[config.mk]
export PLATFORM = sky130hd
export DESIGN_NAME = turn_flasher_ctrl
export DESIGN_NICKNAME = d
export VERILOG_FILES = /design/src/rtl/tsf_pkg.sv /design/src/rtl/tsf_state_reg.sv /design/src/rtl/tsf_flash_timer.sv /design/src/rtl/tsf_lamp_mix.sv /design/src/rtl/turn_flasher_ctrl.sv
export SDC_FILE = /design/constraint.sdc
export NUM_CORES = 1
export LEC_CHECK = 0
export ABC_AREA = 0
export ABC_CLOCK_PERIOD_IN_PS = 1800
export BUFFER_PORTS_ARGS = -buffer_cell sky130_fd_sc_hd__buf_2
export CORE_AREA = 3 3 40 42
export DETAILED_ROUTE_END_ITERATION = 6
export DIE_AREA = 0 0 43 45
export PLACE_DENSITY = 0.62
export SLEW_MARGIN = 25
export SYNTH_ARGS = -nofsm -noshare
export SYNTH_HDL_FRONTEND = slang
export SYNTH_SLANG_ARGS = --single-unit
[constraint.sdc]
create_clock -name clk -period 1.8 [get_ports clk]
set_clock_uncertainty 0.15 [all_clocks]
set_input_delay 0.27 -clock clk [delete_from_list [all_inputs] [get_ports clk]]
set_output_delay 0.27 -clock clk [all_outputs]
set_load 0.01 [all_outputs]
[src/rtl/tsf_pkg.sv]
package tsf_pkg;

    typedef enum logic {
        PH_DARK = 1'b0,
        PH_LIT  = 1'b1
    } flash_phase_e;

    typedef struct packed {
        logic emg;
        logic left;
        logic right;
        logic brake;
    } sig_state_t;

    // lamp index order: 0 front-left, 1 front-right, 2 rear-left, 3 rear-right
    localparam int NUM_LAMPS = 4;

    function automatic logic lamp_is_left(input int idx);
        return (idx % 2) == 0;
    endfunction

    function automatic logic lamp_is_rear(input int idx);
        return idx >= 2;
    endfunction

    function automatic logic flash_request(input sig_state_t s);
        return s.emg | s.left | s.right;
    endfunction

endpackage

[src/rtl/tsf_state_reg.sv]
module tsf_state_reg
    import tsf_pkg::*;
(
    input  logic       clk,
    input  logic       rst,
    input  logic       ev_emg,
    input  logic       ev_left,
    input  logic       ev_right,
    input  logic       ev_cancel,
    input  logic       brake_in,
    output sig_state_t st
);

    always_ff @(posedge clk) begin
        if (rst) begin
            st <= '0;
        end else begin
            st.brake <= brake_in;
            if (ev_emg) begin
                st.emg <= ~st.emg;
            end
            if (ev_cancel) begin
                st.left  <= 1'b0;
                st.right <= 1'b0;
            end else begin
                if (ev_left) begin
                    st.left <= 1'b1;
                end
                if (ev_right) begin
                    st.right <= 1'b1;
                end
            end
        end
    end

    p_emg_toggle_r2: assert property (@(posedge clk) disable iff (rst)
        ev_emg |=> (st.emg != $past(st.emg)));

    p_cancel_wins_r3: assert property (@(posedge clk) disable iff (rst)
        ev_cancel |=> (!st.left && !st.right));

    p_left_sets_r3: assert property (@(posedge clk) disable iff (rst)
        (ev_left && !ev_cancel) |=> st.left);

    p_brake_follow_r4: assert property (@(posedge clk) disable iff (rst)
        !$isunknown(brake_in) |=> (st.brake == $past(brake_in)));

endmodule

[src/rtl/tsf_flash_timer.sv]
module tsf_flash_timer
    import tsf_pkg::*;
#(
    parameter int LIT_TICKS  = 8,
    parameter int DARK_TICKS = 4
) (
    input  logic         clk,
    input  logic         rst,
    input  logic         tick,
    input  logic         run,
    output flash_phase_e phase
);

    localparam int MAX_TICKS = (LIT_TICKS > DARK_TICKS) ? LIT_TICKS : DARK_TICKS;
    localparam int CW        = $clog2(MAX_TICKS + 1);
    localparam logic [CW-1:0] LIT_LOAD  = CW'(LIT_TICKS);
    localparam logic [CW-1:0] DARK_LOAD = CW'(DARK_TICKS);
    localparam logic [CW-1:0] LAST      = CW'(1);

    logic [CW-1:0] cnt;

    always_ff @(posedge clk) begin
        if (rst || !run) begin
            phase <= PH_DARK;
            cnt   <= LIT_LOAD;
        end else if (tick) begin
            if (cnt <= LAST) begin
                if (phase == PH_DARK) begin
                    phase <= PH_LIT;
                    cnt   <= LIT_LOAD;
                end else begin
                    phase <= PH_DARK;
                    cnt   <= DARK_LOAD;
                end
            end else begin
                cnt <= cnt - LAST;
            end
        end
    end

    p_idle_dark_r8: assert property (@(posedge clk) disable iff (rst)
        !run |=> (phase == PH_DARK));

    p_hold_no_tick_r9: assert property (@(posedge clk) disable iff (rst)
        (run && !tick) |=> $stable(phase));

endmodule

[src/rtl/tsf_lamp_mix.sv]
module tsf_lamp_mix
    import tsf_pkg::*;
(
    input  sig_state_t                st,
    input  flash_phase_e              phase,
    output logic [NUM_LAMPS-1:0]      lit,
    output logic                      drv_en
);

    for (genvar i = 0; i < NUM_LAMPS; i++) begin : g_lamp
        localparam logic IS_LEFT = lamp_is_left(i);
        localparam logic IS_REAR = lamp_is_rear(i);
        logic flash_src;
        logic gated;

        always_comb begin
            flash_src = st.emg | (IS_LEFT ? st.left : st.right);
            gated     = flash_src & (phase == PH_LIT);
            lit[i]    = gated | (IS_REAR & st.brake);
        end
    end

    assign drv_en = |lit;

endmodule

[src/rtl/turn_flasher_ctrl.sv]
module turn_flasher_ctrl
    import tsf_pkg::*;
#(
    parameter int LIT_TICKS  = 8,
    parameter int DARK_TICKS = 4
) (
    input  logic clk,
    input  logic rst,
    input  logic tick,
    input  logic ev_emg,
    input  logic ev_left,
    input  logic ev_right,
    input  logic ev_cancel,
    input  logic brake_in,
    output logic lamp_fl_n,
    output logic lamp_fr_n,
    output logic lamp_rl_n,
    output logic lamp_rr_n,
    output logic drv_en
);

    sig_state_t             st;
    flash_phase_e           phase;
    logic [NUM_LAMPS-1:0]   lit;

    tsf_state_reg u_state (
        .clk       (clk),
        .rst       (rst),
        .ev_emg    (ev_emg),
        .ev_left   (ev_left),
        .ev_right  (ev_right),
        .ev_cancel (ev_cancel),
        .brake_in  (brake_in),
        .st        (st)
    );

    tsf_flash_timer #(
        .LIT_TICKS  (LIT_TICKS),
        .DARK_TICKS (DARK_TICKS)
    ) u_timer (
        .clk   (clk),
        .rst   (rst),
        .tick  (tick),
        .run   (flash_request(st)),
        .phase (phase)
    );

    tsf_lamp_mix u_mix (
        .st     (st),
        .phase  (phase),
        .lit    (lit),
        .drv_en (drv_en)
    );

    assign lamp_fl_n = ~lit[0];
    assign lamp_fr_n = ~lit[1];
    assign lamp_rl_n = ~lit[2];
    assign lamp_rr_n = ~lit[3];

    p_brake_rear_r7: assert property (@(posedge clk) disable iff (rst)
        brake_in |=> (!lamp_rl_n && !lamp_rr_n));

    p_dark_off_r6: assert property (@(posedge clk) disable iff (rst)
        (phase == PH_DARK && !st.brake) |-> (lamp_fl_n && lamp_fr_n && lamp_rl_n && lamp_rr_n));

    p_drv_match_r10: assert property (@(posedge clk) disable iff (rst)
        drv_en == !(lamp_fl_n && lamp_fr_n && lamp_rl_n && lamp_rr_n));

    p_reset_off_r1: assert property (@(posedge clk)
        rst |=> (lamp_fl_n && lamp_fr_n && lamp_rl_n && lamp_rr_n && !drv_en));

endmodule

==> reports/results.md <==
| Stage | Result | Reported |
| --- | --- | --- |
| routing | Number of design rule violations left after detail routing | 0 |
| clocking | Clock Root Buffer | sky130_fd_sc_hd__clkbuf_4 |
| timing | Setup repair after global routing missed its margin | no |
| routing | Wire length after detailed routing | 911 um |
| flow run | Max-capacitance violation count | 0 |
| global route | Overall global routing resource usage | 0.118 |
| clocking | Clock latency reported for the late side of the worst-skew pair | 270 ps |
| power and ir drop | Power per standard cell area | 844 mW/mm2 |
| clocking | # hold bufs at CTS | 0 |
| global route | Global-route wire length before repair | 1630 um |
| outcome | Status | finished, final reports clean |
| yosys | Biggest area consumer among synthesized cells | sky130_fd_sc_hd__dfxtp_1 |
| yosys | Post-synth cell types | 23 |
| worst setup path | Critical path's largest stage delay | 340 ps |
| timing | Final setup violating endpoints | 0 |
| floorplan | Row count | 13 |
| yosys | Synthesized netlist cell count | 53 |
| yosys | Largest cells by area after synthesis | sky130_fd_sc_hd__dfxtp_1 41%, sky130_fd_sc_hd__nor2_1 6.0%, sky130_fd_sc_hd__ha_1 5.7% |
| clocking | Maximum clock insertion buffer count | 2 |
| yosys | List of most frequent post-synthesis cells | 9 x sky130_fd_sc_hd__dfxtp_1, 7 x sky130_fd_sc_hd__nor2_1, 4 x sky130_fd_sc_hd__inv_1, 4 x sky130_fd_sc_hd__nor2b_1 |
| layout | Diodes inserted | 0 |
| routing | TritonRoute pass-1 iters | 1 |
| yosys | Register bit count reported by yosys | 9 |
| clocking | Clock transition at the registers of the reported paths | 60 ps |
| yosys | Sequential-to-total area share from yosys stat | 0.409 |
| layout | Area added between synthesis and finish | 23.0% |
| routing | Total vias in the final route | 412 |
| global route | Number of global-route vias before repair | 376 |
| worst setup path | Startpoint type of the worst setup path | register |
| yosys | Number of enable flip-flop cells after synthesis | 0 |
| worst setup path | Maximum fanout count along the critical path | 4 |
| floorplan | Die Ht | 45 um |
| worst setup path | Path depth of the worst reg2reg path | 5 |
| worst setup path | Count of buffering cells on the critical path with inverters included | 1 |
| yosys | Average footprint of a synthesized cell | 8.31 um2 |
| timing | Final slew viol count | 0 |
| worst setup path | Top Family by Delay on Critical Path | flip-flops |
| worst setup path | Worst R2R Setup Slack | 240 ps |
| timing | Clock period minus worst slack | 1600 ps |
| routing | Per-cell routed wire length | 11.0 um |
| worst setup path | Number of cells on the critical path | 4 |
| yosys | Async set-or-reset flop fraction in the synthesized netlist | 0 |
| layout | Area used by multi-input combinational logic | 238 um2 |
| routing | Number of nets still failing antenna checks after routing | 0 |
| yosys | Synthesized net count | 63 |
| timing | Final period utilization | 0.891 |
| power and ir drop | Final Power | 0.457 mW |
| worst setup path | Worst Path Required | 1380 ps |
| placed design | Count of buffers from port buffering | 12 |
| yosys | Most used flip-flop cell after synthesis | sky130_fd_sc_hd__dfxtp_1 |
| layout | Seq. cell area | 180 um2 |
| routing | Detailed-route vias per instance | 4.96 |
| layout | Fraction of layout cells with a size suffix above 1 | 0.279 |
| worst setup path | Critical path destination | drv_en |
| layout | # nets final | 79 |
| floorplan | Core area | 0.00128 mm2 |
| worst setup path | Critical path startpoint | u_state.st[3] |
| floorplan | Die Outline Area | 0.00194 mm2 |
| worst setup path | Endpoint class of the critical path | output pin |
| yosys | Warning count from the yosys run | 0 |
| power and ir drop | Maximum resistive drop on vdd | 0.387 mV |
| worst hold path | Tightest Hold Check Type | input port to register |
| clocking | CTS buffer count | 3 |
| worst setup path | Path type of the worst setup path | register to output pin |
| timing | Sum of negative setup slack | 0 ps |
| floorplan | Floorplan die width | 43 um |
| yosys | Cell area after synthesis | 440 um2 |
| yosys | Area fraction of the dominant cell type after synthesis | 0.409 |
| layout | Fill cell instance count of the final layout | 138 |
| worst setup path | WP data arrival | 1180 ps |
| global route | Gr ovfl total | 0 |
| global route | Largest net degree at the start of global routing | 10 |
| power and ir drop | Lkg Pwr | 0.217 nW |
| worst setup path | Cell Chain, Critical Path | o21ai_0 -> nor2b_1 -> nand2_1 -> buf_2 |
| clocking | Clock sinks | 9 |
| floorplan | Effective utilization at floorplan | 0.343 |
| timing | Headroom to the max-slew limit | 0.799 |
| yosys | Most common cell in the netlist | sky130_fd_sc_hd__dfxtp_1 |
| timing | FMAX | 0.623 GHz |
| worst hold path | Hold Path Origin | ev_cancel |
| clocking | CTS tree | built |
| worst setup path | Library cell contributing the largest single delay on the critical path | sky130_fd_sc_hd__dfxtp_1 |
| worst setup path | Worst r2r dst | u_timer.phase |
| global route | Number of antenna violations at the first check in global routing | 0 |
| routing | Initial DRC count | 0 |
| placed design | Final GP Congestion | 0.803 |
| placed design | Post-DP HPWL | 693 um |
| clocking | Post-CTS Repair Setup Buffers | 0 |
| timing | Final hold viol count | 0 |
| floorplan | I/O pin cnt | 13 |
| clocking | Post-CTS Resized | 0 |
| worst setup path | Startpoint of the most critical register-to-register path | u_timer.cnt[0] |
| timing | Least-Margin Pin Slew | 297 ps |
| clocking | Depth of the CTS H-tree | 1 |
[per-layer routing]
layer,part of all wire,global-route usage
met5,0,0
met2,0.44,0.165
met3,0.072,0.0717
met4,0.022,0.0542
met1,0.47,0.145
[final cells by class]
type,instances,area share
clock buffer,4,0.0485
inverter,5,0.0346
multi-input combinational,38,0.439
sequential,9,0.333
tap,15,0.0346
timing repair buffer,12,0.111
[metrics by stage]
step	instances	setup WS (ps)	hold slack (ps)	area [um2]	utilization
3_5_place_dp	79	263	305	515	0.401
6_report	83	196	19.2	542	0.422
2_1_floorplan	53	306	192	440	-
4_1_cts	83	174	10.3	542	0.422
3_3_place_gp	79	312	307	515	0.401
5_1_grt	83	62.3	9.97	542	0.422
[cells in the final DEF (no fill, tap or decap), types with 3 or more instances in the layout]
cell                        n
sky130_fd_sc_hd__a21oi_1    3
sky130_fd_sc_hd__dfxtp_1    9
sky130_fd_sc_hd__nor2b_1    4
sky130_fd_sc_hd__buf_2     12
sky130_fd_sc_hd__nor2_1     7
sky130_fd_sc_hd__nand2_1    3
sky130_fd_sc_hd__o21ai_0    3
sky130_fd_sc_hd__nor3_1     3
sky130_fd_sc_hd__inv_1      4
sky130_fd_sc_hd__clkbuf_4   3
[sequential cells by signal, summed over array words and instances, names as in the netlist]
signal,cells
u_timer.phase,1
u_state.st,4
u_timer.cnt,4
[where the power goes]
part           total (mW)  leakage [nW]  internal [mW]  switching [mW]
Combinational      0.0695         0.128         0.0332          0.0363
Sequential          0.226        0.0739          0.212          0.0143
Clock               0.161        0.0150         0.0858          0.0756
[worst min path at each step]
stage,to,slack (ps),depth (start not counted)
floorplan,u_state.st[0],190,1
global placement,u_state.st[2],310,2
global route,u_state.st[2],10,2
finish,u_state.st[2],20,2
detailed placement,u_state.st[2],310,2
CTS,u_state.st[2],10,2
[logic make-up (layout without fill, tap and decap cells)]
logic type / count (synthesis) / count (layout) / share of synthesized area
buffers and inverters: 6 / 21 / 0.0511
adders and majority gates: 2 / 2 / 0.0568
xor gates and xnor gates: 1 / 1 / 0.0199
AOI/OAI and AO/OA: 13 / 13 / 0.196
and+or+nand+nor: 22 / 22 / 0.267
DFF: 9 / 9 / 0.409
(Power assumes the default switching activity.)
